<file path="src/rtl/fsk_wave_pkg.sv">
package fsk_wave_pkg;

  typedef enum logic [2:0] {
    SEG_LEAD   = 3'd0,
    SEG_MARK   = 3'd1,
    SEG_SEP    = 3'd2,
    SEG_HALF_A = 3'd3,
    SEG_HALF_B = 3'd4
  } seg_e;

  // loaded level of a tone cycle at a given phase
  function automatic logic tone_bit(input int unsigned phase, input int unsigned high_len);
    return phase < high_len;
  endfunction

  // a lone separator cycle precedes bits whose index is last-in-group
  function automatic logic sep_before(input int unsigned idx, input int unsigned group);
    return (idx % group) == (group - 1);
  endfunction

  function automatic int unsigned max2(input int unsigned a, input int unsigned b);
    return (a > b) ? a : b;
  endfunction

endpackage

</file>
<file path="src/rtl/fsk_tone_gen.sv">
module fsk_tone_gen
  import fsk_wave_pkg::*;
#(
  parameter int SHORT_PER  = 8,
  parameter int SHORT_HIGH = 2,
  parameter int LONG_PER   = 10,
  parameter int LONG_HIGH  = 3,
  parameter int CYC_W      = 3
) (
  input  logic             clk,
  input  logic             rst_n,
  input  logic             clear,
  input  logic             tick,
  input  logic             long_sel,
  input  logic [CYC_W-1:0] reps,
  output logic             sample,
  output logic             seg_first,
  output logic             seg_last
);

  localparam int PH_W = $clog2(max2(SHORT_PER, LONG_PER));
  localparam logic [PH_W-1:0] SHORT_END = PH_W'(SHORT_PER - 1);
  localparam logic [PH_W-1:0] LONG_END  = PH_W'(LONG_PER - 1);

  logic [PH_W-1:0]  phase_q;
  logic [CYC_W-1:0] cyc_q;
  logic             cycle_end;

  assign cycle_end = (phase_q == (long_sel ? LONG_END : SHORT_END));
  assign seg_last  = cycle_end && (cyc_q == reps - CYC_W'(1));
  assign seg_first = (phase_q == '0) && (cyc_q == '0);
  assign sample    = tone_bit(32'(phase_q), long_sel ? 32'(LONG_HIGH) : 32'(SHORT_HIGH));

  always_ff @(posedge clk) begin
    if (!rst_n || clear) begin
      phase_q <= '0;
      cyc_q   <= '0;
    end else if (tick) begin
      if (cycle_end) begin
        phase_q <= '0;
        cyc_q   <= seg_last ? '0 : cyc_q + CYC_W'(1);
      end else begin
        phase_q <= phase_q + PH_W'(1);
      end
    end
  end

endmodule

</file>
<file path="src/rtl/fsk_frame_seq.sv">
module fsk_frame_seq
  import fsk_wave_pkg::*;
#(
  parameter int                CODE_W    = 44,
  parameter int                GROUP     = 4,
  parameter int                SHORT_REP = 6,
  parameter int                LONG_REP  = 5,
  parameter int                MARK_LEN  = 8,
  parameter logic [MARK_LEN-1:0] MARK_LONG = 8'b1011_1000,
  parameter int                CYC_W     = 3
) (
  input  logic              clk,
  input  logic              rst_n,
  input  logic              clear,
  input  logic              tick,
  input  logic              seg_last,
  input  logic [CODE_W-1:0] code,
  output logic              long_sel,
  output logic [CYC_W-1:0]  reps,
  output logic              at_lead,
  output logic              frame_wrap
);

  localparam int MI_W = (MARK_LEN > 1) ? $clog2(MARK_LEN) : 1;
  localparam int BI_W = $clog2(CODE_W);
  localparam logic [MI_W-1:0] MARK_END = MI_W'(MARK_LEN - 1);
  localparam logic [BI_W-1:0] TOP_BIT  = BI_W'(CODE_W - 1);

  seg_e            seg_q;
  logic [MI_W-1:0] mark_q;
  logic [BI_W-1:0] bit_q;
  logic [BI_W-1:0] bit_next;
  logic            cur_bit;
  logic            adv;

  assign cur_bit  = code[bit_q];
  assign adv      = tick && seg_last;
  assign bit_next = bit_q - BI_W'(1);
  assign at_lead  = (seg_q == SEG_LEAD);
  assign frame_wrap = adv && (seg_q == SEG_HALF_B) && (bit_q == '0);

  always_comb begin
    unique case (seg_q)
      SEG_MARK:   long_sel = MARK_LONG[mark_q];
      SEG_HALF_A: long_sel = cur_bit;
      SEG_HALF_B: long_sel = ~cur_bit;
      default:    long_sel = 1'b0;
    endcase
    if (seg_q == SEG_LEAD || seg_q == SEG_SEP)
      reps = CYC_W'(1);
    else
      reps = long_sel ? CYC_W'(LONG_REP) : CYC_W'(SHORT_REP);
  end

  always_ff @(posedge clk) begin
    if (!rst_n || clear) begin
      seg_q  <= SEG_LEAD;
      mark_q <= '0;
      bit_q  <= TOP_BIT;
    end else if (adv) begin
      unique case (seg_q)
        SEG_LEAD: begin
          seg_q  <= SEG_MARK;
          mark_q <= '0;
        end
        SEG_MARK: begin
          if (mark_q == MARK_END) begin
            bit_q <= TOP_BIT;
            seg_q <= sep_before(32'(TOP_BIT), 32'(GROUP)) ? SEG_SEP : SEG_HALF_A;
          end else begin
            mark_q <= mark_q + MI_W'(1);
          end
        end
        SEG_SEP:    seg_q <= SEG_HALF_A;
        SEG_HALF_A: seg_q <= SEG_HALF_B;
        SEG_HALF_B: begin
          if (bit_q == '0) begin
            seg_q <= SEG_LEAD;
            bit_q <= TOP_BIT;
          end else begin
            bit_q <= bit_next;
            seg_q <= sep_before(32'(bit_next), 32'(GROUP)) ? SEG_SEP : SEG_HALF_A;
          end
        end
        default: seg_q <= SEG_LEAD;
      endcase
    end
  end

endmodule

</file>
<file path="src/rtl/fsk_code_latch.sv">
module fsk_code_latch #(
  parameter int CODE_W  = 44,
  parameter int LO_W    = 32,
  parameter int HI_IN_W = 32
) (
  input  logic               clk,
  input  logic               rst_n,
  input  logic               load,
  input  logic [HI_IN_W-1:0] code_hi,
  input  logic [LO_W-1:0]    code_lo,
  output logic               hi_bad,
  output logic [CODE_W-1:0]  code_q
);

  localparam int HI_W = CODE_W - LO_W;

  generate
    if (HI_IN_W > HI_W) begin : g_limit
      assign hi_bad = |code_hi[HI_IN_W-1:HI_W];
    end else begin : g_nolimit
      assign hi_bad = 1'b0;
    end
  endgenerate

  always_ff @(posedge clk) begin
    if (!rst_n)
      code_q <= '0;
    else if (load && !hi_bad)
      code_q <= {code_hi[HI_W-1:0], code_lo};
  end

endmodule

</file>
<file path="src/rtl/fsk_tag_wavegen.sv">
module fsk_tag_wavegen #(
  parameter int                  CODE_W     = 44,
  parameter int                  LO_W       = 32,
  parameter int                  HI_IN_W    = 32,
  parameter int                  SHORT_PER  = 8,
  parameter int                  SHORT_HIGH = 2,
  parameter int                  SHORT_REP  = 6,
  parameter int                  LONG_PER   = 10,
  parameter int                  LONG_HIGH  = 3,
  parameter int                  LONG_REP   = 5,
  parameter int                  GROUP      = 4,
  parameter int                  MARK_LEN   = 8,
  parameter logic [MARK_LEN-1:0] MARK_LONG  = 8'b1011_1000
) (
  input  logic               clk,
  input  logic               rst_n,
  input  logic               en,
  input  logic               tick,
  input  logic [HI_IN_W-1:0] code_hi,
  input  logic [LO_W-1:0]    code_lo,
  output logic               wave_out
);

  localparam int MAX_REP = (SHORT_REP > LONG_REP) ? SHORT_REP : LONG_REP;
  localparam int CYC_W   = $clog2(MAX_REP + 1);

  logic              clear;
  logic              long_sel;
  logic [CYC_W-1:0]  reps;
  logic              sample;
  logic              tone_first;
  logic              seg_last;
  logic              at_lead;
  logic              frame_wrap;
  logic              load_evt;
  logic              hi_bad;
  logic [CODE_W-1:0] code_q;

  assign clear    = !en;
  assign load_evt = en && tick && at_lead && tone_first;

  fsk_tone_gen #(
    .SHORT_PER (SHORT_PER),
    .SHORT_HIGH(SHORT_HIGH),
    .LONG_PER  (LONG_PER),
    .LONG_HIGH (LONG_HIGH),
    .CYC_W     (CYC_W)
  ) u_tone (
    .clk      (clk),
    .rst_n    (rst_n),
    .clear    (clear),
    .tick     (tick),
    .long_sel (long_sel),
    .reps     (reps),
    .sample   (sample),
    .seg_first(tone_first),
    .seg_last (seg_last)
  );

  fsk_frame_seq #(
    .CODE_W   (CODE_W),
    .GROUP    (GROUP),
    .SHORT_REP(SHORT_REP),
    .LONG_REP (LONG_REP),
    .MARK_LEN (MARK_LEN),
    .MARK_LONG(MARK_LONG),
    .CYC_W    (CYC_W)
  ) u_seq (
    .clk       (clk),
    .rst_n     (rst_n),
    .clear     (clear),
    .tick      (tick),
    .seg_last  (seg_last),
    .code      (code_q),
    .long_sel  (long_sel),
    .reps      (reps),
    .at_lead   (at_lead),
    .frame_wrap(frame_wrap)
  );

  fsk_code_latch #(
    .CODE_W (CODE_W),
    .LO_W   (LO_W),
    .HI_IN_W(HI_IN_W)
  ) u_code (
    .clk    (clk),
    .rst_n  (rst_n),
    .load   (load_evt),
    .code_hi(code_hi),
    .code_lo(code_lo),
    .hi_bad (hi_bad),
    .code_q (code_q)
  );

  always_ff @(posedge clk) begin
    if (!rst_n || !en)
      wave_out <= 1'b0;
    else if (tick)
      wave_out <= sample;
  end

endmodule

</file>
<file path="config.mk">
export PLATFORM = sky130hd
export DESIGN_NAME = fsk_tag_wavegen
export DESIGN_NICKNAME = d
export VERILOG_FILES = /design/src/rtl/fsk_wave_pkg.sv /design/src/rtl/fsk_tone_gen.sv /design/src/rtl/fsk_frame_seq.sv /design/src/rtl/fsk_code_latch.sv /design/src/rtl/fsk_tag_wavegen.sv
export SDC_FILE = /design/constraint.sdc
export NUM_CORES = 1
export LEC_CHECK = 0
export CORE_ASPECT_RATIO = 2
export CORE_MARGIN = 2
export CORE_UTILIZATION = 40
export DETAILED_ROUTE_END_ITERATION = 7
export PLACE_DENSITY = 0.75
export SYNTH_ARGS = -nofsm -noshare
export SYNTH_HDL_FRONTEND = slang
export SYNTH_HIERARCHICAL = 1
export SYNTH_SLANG_ARGS = --single-unit
</file>
<file path="constraint.sdc">
create_clock -name clk -period 10.8 [get_ports clk]
set_clock_uncertainty 0.1 [all_clocks]
set_input_delay 2.16 -clock clk [delete_from_list [all_inputs] [get_ports clk]]
set_output_delay 2.16 -clock clk [all_outputs]
set_load 0.1 [all_outputs]
</file>
After elaboration in Yosys (flattened, before gate mapping)

Memory sizes are Yosys's and may differ from the RTL's. A register that Yosys moved wholly into a read port is not among the register bits.
Index checks and enable logic that the tools add are counted.

Bits in registers: 64
ROM bits: 8
Bits of input ports: 68
Output and inout bits: 1
Word-level logic and storage cells: 71
Memories kept: 1

Add/subtract/negate cells: 5
Magnitude comparators: 3
Equality and inequality tests: 10
Mux-type cells: 21
Bitwise gates (word level): 1
Reductions and logical operators: 23

Memories:

| name            | words | width | rd ports | clocked after memory_dff | wr ports | line                | RTL |
|---|---|---|---|---|---|---|---|
| (no name shown) | 8     | 1     | 1        | 1                        | 0        | fsk_frame_seq.sv:44 | `SEG_MARK: long_sel = MARK_LONG[mark_q];` |

Operators by type and width:

| kind                | number |
|---|---|
| $lt 4x32->1         | 1 |
| $mux 3              | 7 |
| $reduce_or 20->1    | 1 |
| $pmux 3 s5          | 1 |
| $mux 6              | 2 |
| $pmux 6 s2          | 1 |
| $mux 4              | 2 |
| $logic_and 1x1->1   | 7 |
| $lt 6x7->1 const B  | 1 |
| $add 3x1->3 const B | 2 |
| $bmux 1 s6          | 1 |
| $eq 3x2->1 const B  | 2 |
| $eq 3x3->1 const B  | 2 |
| $logic_not 3->1     | 2 |
| $logic_not 6->1     | 1 |
| $pmux 3 s2          | 1 |
| $reduce_and 3->1    | 2 |
| $sub 6x1->6 const B | 1 |
| $add 4x1->4 const B | 1 |
| $eq 4x4->1          | 1 |
| $logic_not 4->1     | 1 |
| $lt 3x4->1 const B  | 1 |
| $mux 1              | 4 |
| $reduce_and 2->1    | 2 |
| other kinds (12)    | 16 |

Depth between registers and ports, before layout

Gate-level depths: netlist (run 1).

Word-level depth: 13
Gate-level depth with buffers: 19
Gate-level depth less buffers: 17

Modules after synthesis

Netlist (run 1), hierarchy kept.

By module, submodules not included:

| module          | times used | cells each | area each (um2) | seq. area each (um2) |
|---|---|---|---|---|
| fsk_code_latch  | 1          | 214        | 1959.4          | 880.8 |
| fsk_frame_seq   | 1          | 148        | 1223.7          | 260.2 |
| fsk_tone_gen    | 1          | 54         | 490.5           | 140.1 |
| fsk_tag_wavegen | 1          | 6          | 51.3            | 20.0 |

Least setup slack after synthesis (run 1)

OpenSTA, ideal clock, no wires.

Path kind: register -> register
Start point: register u_seq.bit_q[1]
End point: register u_seq.bit_q[4]
Library setup time: 0.115 ns
Data arrival time: 3.543 ns
Required time: 10.585 ns
Setup slack: 7.042 ns
Cell stages (with the launch flop): 19
Path buffers: 2
Path through: dfxtp_1 > buf_6 > buf_4 > mux4_2 > a31oi_1 > o41ai_1 > o32a_1 > mux2i_1 > o211a_1 > inv_1 > ha_1 > xnor3_1 > nand4_2 > nor2_2 > nand3b_1 > nor2_1 > nand3_1 > xnor2_1 > and2_1

Cells in the longest elaborated chain, start to end: 11
Elaborated cells on any way between the ends: 17

RTL lines:

| what                           | line                  | RTL |
|---|---|---|
| start: declaration             | fsk_frame_seq.sv:31   | `logic [BI_W-1:0] bit_q;` |
| start signal: assignment       | fsk_frame_seq.sv:81   | `bit_q <= bit_next;` |
| $bmux 1 s6 *                   | fsk_frame_seq.sv:36   | `assign cur_bit = code[bit_q];` |
| $mux 1 (implied by the code) * | fsk_frame_seq.sv:36   |  |
| $not 1->1                      | fsk_frame_seq.sv:46   | `SEG_HALF_B: long_sel = ~cur_bit;` |
| $pmux 1 s3 *                   | fsk_frame_seq.sv:43   | `unique case (seg_q)` |
| $mux 2 *                       | fsk_frame_seq.sv:52   | `reps = long_sel ? CYC_W'(LONG_REP) : CYC_W'(SHORT_REP);` |
| $mux 3 *                       | fsk_frame_seq.sv:49   | `if (seg_q == SEG_LEAD \|\| seg_q == SEG_SEP)` |
| net reps[1]                    | fsk_tag_wavegen.sv:29 | `logic [CYC_W-1:0] reps;` |
| $sub 3x1->3 *                  | fsk_tone_gen.sv:30    | `assign seg_last = cycle_end && (cyc_q == reps - CYC_W'(1));` |
| $eq 3x3->1 *                   | fsk_tone_gen.sv:30    |  |
| $logic_and 1x1->1 *            | fsk_tone_gen.sv:30    |  |
| net seg_last                   | fsk_tag_wavegen.sv:32 | `logic seg_last;` |
| $logic_and 1x1->1 *            | fsk_frame_seq.sv:37   | `assign adv = tick && seg_last;` |
| $reduce_and 3->1 (no line) *   | n/a                   |  |

Mark *: on every way through the listed nets, which the timed path passes. The rest lies on a longest branch. The select of a mux whose other input is x is not followed.
A chain may end at the register's enable or synchronous reset.

Worst setup path in the final report (run 1)

Start point: input tick
End point: register u_code.code_q[41]

Cells in the longest elaborated chain, start to end: 4

RTL lines:

| what                            | line                  | RTL |
|---|---|---|
| start: declaration              | fsk_tag_wavegen.sv:18 | `input logic tick,` |
| $logic_and 1x1->1 (3 in series) | fsk_tag_wavegen.sv:40 | `assign load_evt = en && tick && at_lead && tone_first;` |
| net load_evt                    | fsk_tag_wavegen.sv:35 | `logic load_evt;` |
| $logic_and 1x1->1               | fsk_code_latch.sv:28  | `else if (load && !hi_bad)` |
| end signal: assignment          | fsk_code_latch.sv:29  | `code_q <= {code_hi[HI_W-1:0], code_lo};` |
| end: declaration                | fsk_code_latch.sv:12  | `output logic [CODE_W-1:0] code_q` |

The timed path passes the listed nets, and every way through them passes these cells.

==> impl_metrics.ini, run 1 <==
[power_and_ir_drop]
vdd_ir_drop_max_mv = 0.0753
power_per_cell_area_nw_per_um2 = 129
leakagePower_nw = 1.62

[final_layout]
finalNonFillerCells = 571
antennaDiodeCount = 0
syn_to_final_growth_pct = 25.0
nets_final = 541
post_route_cells_drive_above_1_share_pct = 9.38

[global_routing]
met2_usage_pct = 34.1
grt_use_met3_pct = 4.10
initial_antenna_violation_count = 0
grt.total_usage_pct = 19.0
first_global_vias = 3302
grt_pass1_wl_um = 15300
grt_util_met1_pct = 20.5
top_usage_layer = met2
grt_start_max_net_pins = 49
grt_remaining_overflow = 0

[worst_hold_path]
min-delay-path-class = reg -> reg

[critical_path]
crit_fanout = 45
crit_path_end_kind = flop
start_kind = primary input
timing_worst_setup_path_type = in -> reg
critical_path_at_ns = 4.91
critical_path.cell_chain = clkdlybuf4s50_1 -> and4_2 -> inv_1 -> or3_1 -> buf_4 -> o21ai_0 -> a21boi_0
timing.critical_path.slowest_cell_delay_ns = 0.91
critPathSlowestCell = sky130_fd_sc_hd__and4_2
critPathRequiredTime_ns = 10.92

[floorplan]
die_h_um = 140
core-area_um2 = 9010
std_cell_rows = 49
initial_utilization_pct = 41.2
io_pins = 69
die_w_um = 72.2
die_area_um2 = 10100

[drt]
drt-initial-drc-count = 169
wire_per_inst_um = 16.2
detail_route.vias_per_cell = 5.83
drt_first_pass_iters = 5
detail-route-antenna-nets = 0
detailroute.via_count = 3327
detail_route.wirelength_um = 9230
drc = 0

[sta]
final-hold-violation-count = 0
fmax_mhz = 208
worst_slew_margin_rel_pct = 35.6
final_max_slew_viol_count = 0
worst-slew-pin-transition_ns = 0.963
rsz0062_at_grt = no
setup_viol = 0
finalWorstPathRequiredPeriod_ns = 4.80
total_negative_setup_slack_ns = 0
final.period_utilization_pct = 44.4

[placed_design]
dp_hpwl_um = 6450
placer_congestion = 0.856
port_buffers = 68
dpl.cell_count = 555

[clock_network]
clock_sink_count = 65
cts.htree.levels = 3
postCtsHoldBufs = 0
clock_path_buffers = 2
tritoncts_clock_tree = yes
cts_setup_buffers = 0
worst_setup_hold_path_clk_slew_ns = 0.06
clock_insertion_delay_worst_skew_ns = 0.34
inserted_clock_buffers = 9
ctsRootBufferMaster = sky130_fd_sc_hd__clkbuf_16
gates_resized_cts_repair = 0

[synth]
synth_area_um2 = 3720
synth-warning-count = 6
syn-instance-count = 420
postSynthAreaPerCell_um2 = 8.85
total_nets_after_synthesis = 497

[run_status]
status = complete, no violations

[flow_run]
max_cap_viol_count = 0
==> area by class of cell <==
cell class                      instances  area [um^2]
Clock buffer                            9          225
Sequential cell                        65         1300
Tap cell                              102          128
Multi-Input combinational cell        303         2130
Inverter                               12         45.0
Timing Repair Buffer                   73          718
Clock inverter                          7          103
Fill cell                             821         4370
==> final timing paths <==
path                                                      from                              to  slack [ns]  cells past startpoint
worst min-delay path            u_code/code_q[28]$_SDFFE_PN0P_  u_code/code_q[28]$_SDFFE_PN0P_        0.36                      2
worst max-delay path                                      tick  u_code/code_q[41]$_SDFFE_PN0P_        6.00                      7
worst max register to register     u_seq/bit_q[1]$_SDFFE_PN1P_     u_seq/bit_q[4]$_SDFFE_PN0P_        6.20                     16
worst min register to register  u_code/code_q[28]$_SDFFE_PN0P_  u_code/code_q[28]$_SDFFE_PN0P_        0.36                      2
==> report_power, final <==
group / internal (mW) / leakage [nW] / switching [mW]
Combinational: 0.0260 / 0.944 / 0.0139
Clock: 0.204 / 0.157 / 0.114
Sequential: 0.240 / 0.524 / 0.000705
==> layout by cell type, fill, tap and decap left out, drive strengths merged, types with 6 or more instances in the layout <==
master          n
a21boi         44
a21oi           8
clkbuf          9
clkdlybuf4s50  68
dfxtp          65
ha              9
inv            14
mux2i          10
mux4            6
nand2          18
nand2b         12
nand4          46
nor2           30
o21ai          47
xor2            7
==> state kept, by name, indices dropped and copies added (netlist names), named ones only <==
register,count
u_seq/bit_q,6
wave_out,1
u_code/code_q,44
u_seq/seg_q,3
u_tone/phase_q,4
u_seq/mark_q,3
u_tone/cyc_q,3
==> worst max-delay path, delay by kind of cell <==
kind	cells	cell delay, ns
and+or+nand+nor	2	1.29
buffers and inverters	3	1.14
AOI/OAI and AO/OA	2	0.30
==> through the flow <==
step	setup slack, ns	utilization (%)	power [mW]	cell area (um^2)	hold WS (ns)
after global placement	5.77	47.9	0.286	4320	0.343
after CTS	6.03	51.5	0.605	4650	0.363
after detailed placement	5.64	47.9	0.286	4320	0.354
final	6.00	51.5	0.600	4650	0.359
after global routing	5.73	51.5	0.620	4650	0.386
after floorplan	7.07	-	0.259	3720	0.335
==> metal layers <==
metal | vias to the layer above | wire [um]
met5 | - | 0
met4 | 0 | 259
met3 | 18 | 423
met2 | 89 | 5150
met1 | 1579 | 3400
li1 | 1641 | -
Power figures use the tool's default switching activity.
==> run 2, diff against run 1 <==
Settings changed: PLACE_DENSITY 0.75 to 0.77.
Clock period 10.8 ns to 4.15 ns, I/O delays scaled along.
==> impl_metrics.ini, run 2 (synthesis gave the netlist of run 1 again) <==
[floorplan]
die_h_um = 140
initial_utilization_pct = 41.2
std_cell_rows = 49
die_area_um2 = 10100
core-area_um2 = 9010
io_pins = 69
die_w_um = 72.2

[global_routing]
initial_antenna_violation_count = 0
grt_start_max_net_pins = 45
grt_remaining_overflow = 0
grt_pass1_wl_um = 15300
grt.total_usage_pct = 19.4
first_global_vias = 3307

[clock_network]
clock_sink_count = 65
clock_path_buffers = 2
postCtsHoldBufs = 0
inserted_clock_buffers = 9
clock_insertion_delay_worst_skew_ns = 0.33
worst_setup_hold_path_clk_slew_ns = 0.06
cts.htree.levels = 3
ctsRootBufferMaster = sky130_fd_sc_hd__clkbuf_16
tritoncts_clock_tree = yes

[worst_hold_path]
hp-start = u_code/code_q[31]$_SDFFE_PN0P_
hold_path_end = u_code/code_q[31]$_SDFFE_PN0P_
hold_depth = 2
min-delay-path-class = reg -> reg

[critical_path]
critPathRequiredTime_ns = 4.28
start_kind = flop
number_of_cell_instances_on_the_worst_register_to_register_path = 17
crit_path_end_kind = flop
rr_startpoint = u_seq/bit_q[0]$_SDFFE_PN1P_
worstReg2RegEnd = u_seq/bit_q[4]$_SDFFE_PN0P_
setup.reg_to_reg.worst_slack_ns = 0.21
critical_path_at_ns = 4.07
crit_fanout = 7
timing_worst_setup_path_type = reg -> reg

[sta]
final_max_slew_viol_count = 0
final.period_utilization_pct = 95.0
finalWorstPathRequiredPeriod_ns = 3.94
fmax_mhz = 254
setup_viol = 0
final-hold-violation-count = 0
worst_slew_margin_rel_pct = 35.3
worst-slew-pin-transition_ns = 0.967

[flow_run]
max_cap_viol_count = 0

[power_and_ir_drop]
power_frac_comb_pct = 7.1
fraction_of_power_spent_switching_nets_pct = 22.2
leakagePower_nw = 1.66
vdd_ir_drop_max_mv = 0.258
p_int_mw = 1.16
clkPwrFrac_pct = 50.9
power.sequential.fraction_pct = 41.9
power_per_cell_area_nw_per_um2 = 316
power.switching_mw = 0.331

[final_layout]
design_area_um2 = 4740
layout.cells.most_common = sky130_fd_sc_hd__clkdlybuf4s50_1
nets_final = 552
final_core_utilization_pct = 52.6
finalNonFillerCells = 582
reg.largest.list = u_code/code_q: 44 flops, u_seq/bit_q: 6 flops, u_tone/phase_q: 4 flops
regMostFlops = u_code/code_q
antennaDiodeCount = 0
largest_register_ffs = 44
commonest_non_fill_non_tap_cells_in_the_layout = sky130_fd_sc_hd__clkdlybuf4s50_1, sky130_fd_sc_hd__dfxtp_1, sky130_fd_sc_hd__nand4_1, sky130_fd_sc_hd__a21boi_1, sky130_fd_sc_hd__o21ai_1
syn_to_final_growth_pct = 27.5
num-fill-cells = 823
post_route_cells_drive_above_1_share_pct = 12.5

[placed_design]
dpl.cell_count = 564
placed_area_um2 = 4390
placer_congestion = 0.929
dp_hpwl_um = 7000
port_buffers = 68

[drt]
detailroute.via_count = 3375
drt_first_pass_iters = 4
detail_route.wirelength_um = 9640
drt-initial-drc-count = 179
detail-route-antenna-nets = 0
drc = 0
detail_route.vias_per_cell = 5.80
wire_per_inst_um = 16.6

[run_status]
status = complete, no violations
-- run 2: power by group through the flow --
| stage | Sequential [mW] | Clock (mW) | Combinational (mW) |
|---|---|---|---|
| after CTS | 0.627 | 0.777 | 0.107 |
| after global routing | 0.627 | 0.802 | 0.114 |
| after global placement | 0.641 | 0 | 0.104 |
| after floorplan | 0.644 | 0 | 0.0301 |
| after detailed placement | 0.641 | 0 | 0.106 |
| final | 0.627 | 0.761 | 0.107 |
-- run 2: how the worst max path moves through the flow --
stage | slack [ns] | from | end
after floorplan | 0.42 | u_seq/bit_q[1]$_SDFFE_PN1P_ | u_seq/bit_q[4]$_SDFFE_PN0P_
final | 0.21 | u_seq/bit_q[0]$_SDFFE_PN1P_ | u_seq/bit_q[4]$_SDFFE_PN0P_
after global routing | -0.04 | u_seq/bit_q[1]$_SDFFE_PN1P_ | u_seq/bit_q[4]$_SDFFE_PN0P_
after global placement | 0.26 | u_seq/bit_q[1]$_SDFFE_PN1P_ | flop
after CTS | 0.08 | u_seq/bit_q[0]$_SDFFE_PN1P_ | flop
after detailed placement | 0.10 | u_seq/bit_q[0]$_SDFFE_PN1P_ | flop
-- run 2: worst max-delay path, cell delays in order (launching register included) --
cell and delay, ns:
sky130_fd_sc_hd__dfxtp_2 0.37, sky130_fd_sc_hd__mux4_2 0.50, sky130_fd_sc_hd__nand2b_1 0.18, sky130_fd_sc_hd__o311a_1 0.13, sky130_fd_sc_hd__o32a_1 0.39, sky130_fd_sc_hd__mux2i_1 0.21, sky130_fd_sc_hd__o211a_1 0.17, sky130_fd_sc_hd__inv_1 0.04
sky130_fd_sc_hd__ha_1 0.19, sky130_fd_sc_hd__xnor3_1 0.30, sky130_fd_sc_hd__nand4_2 0.17, sky130_fd_sc_hd__nor2_4 0.22, sky130_fd_sc_hd__nand3b_1 0.16, sky130_fd_sc_hd__nor2_1 0.15, sky130_fd_sc_hd__buf_4 0.16, sky130_fd_sc_hd__nand3_1 0.10
sky130_fd_sc_hd__xnor2_1 0.13, sky130_fd_sc_hd__and2_1 0.15
-- run 2: layer usage --
layer	part of all wire, %	global-route usage [%]
met4	3.3	10.7
met5	0	0
met2	55	36.3
met3	4.7	3.02
met1	37	19.5
-- run 2: what timing repair did --
action,CTS,global route
endpoints found under the setup margin,0,9
buffers inserted,0,2
resized for setup,0,7
-- run 2: layout make-up --
cell class	instances	area [um^2]	area share, %
sequential	65	1310	27.5
clock buffer	9	225	4.75
inverter	12	45.0	0.951
timing repair buffer	84	801	16.9
tap	102	128	2.69
clock inverter	7	80.1	1.69
multi-input combinational	303	2150	45.5
-- run 2: stage by stage --
stage / hold WS [ns] / setup TNS (ns) / power (mW) / setup slack, ns
global route: 0.387 / -0.0864 / 1.54 / -0.0355
CTS: 0.372 / 0 / 1.51 / 0.0766
detailed placement: 0.362 / 0 / 0.747 / 0.102
finish: 0.366 / 0 / 1.49 / 0.209
floorplan: 0.335 / 0 / 0.674 / 0.415
global placement: 0.355 / 0 / 0.745 / 0.258
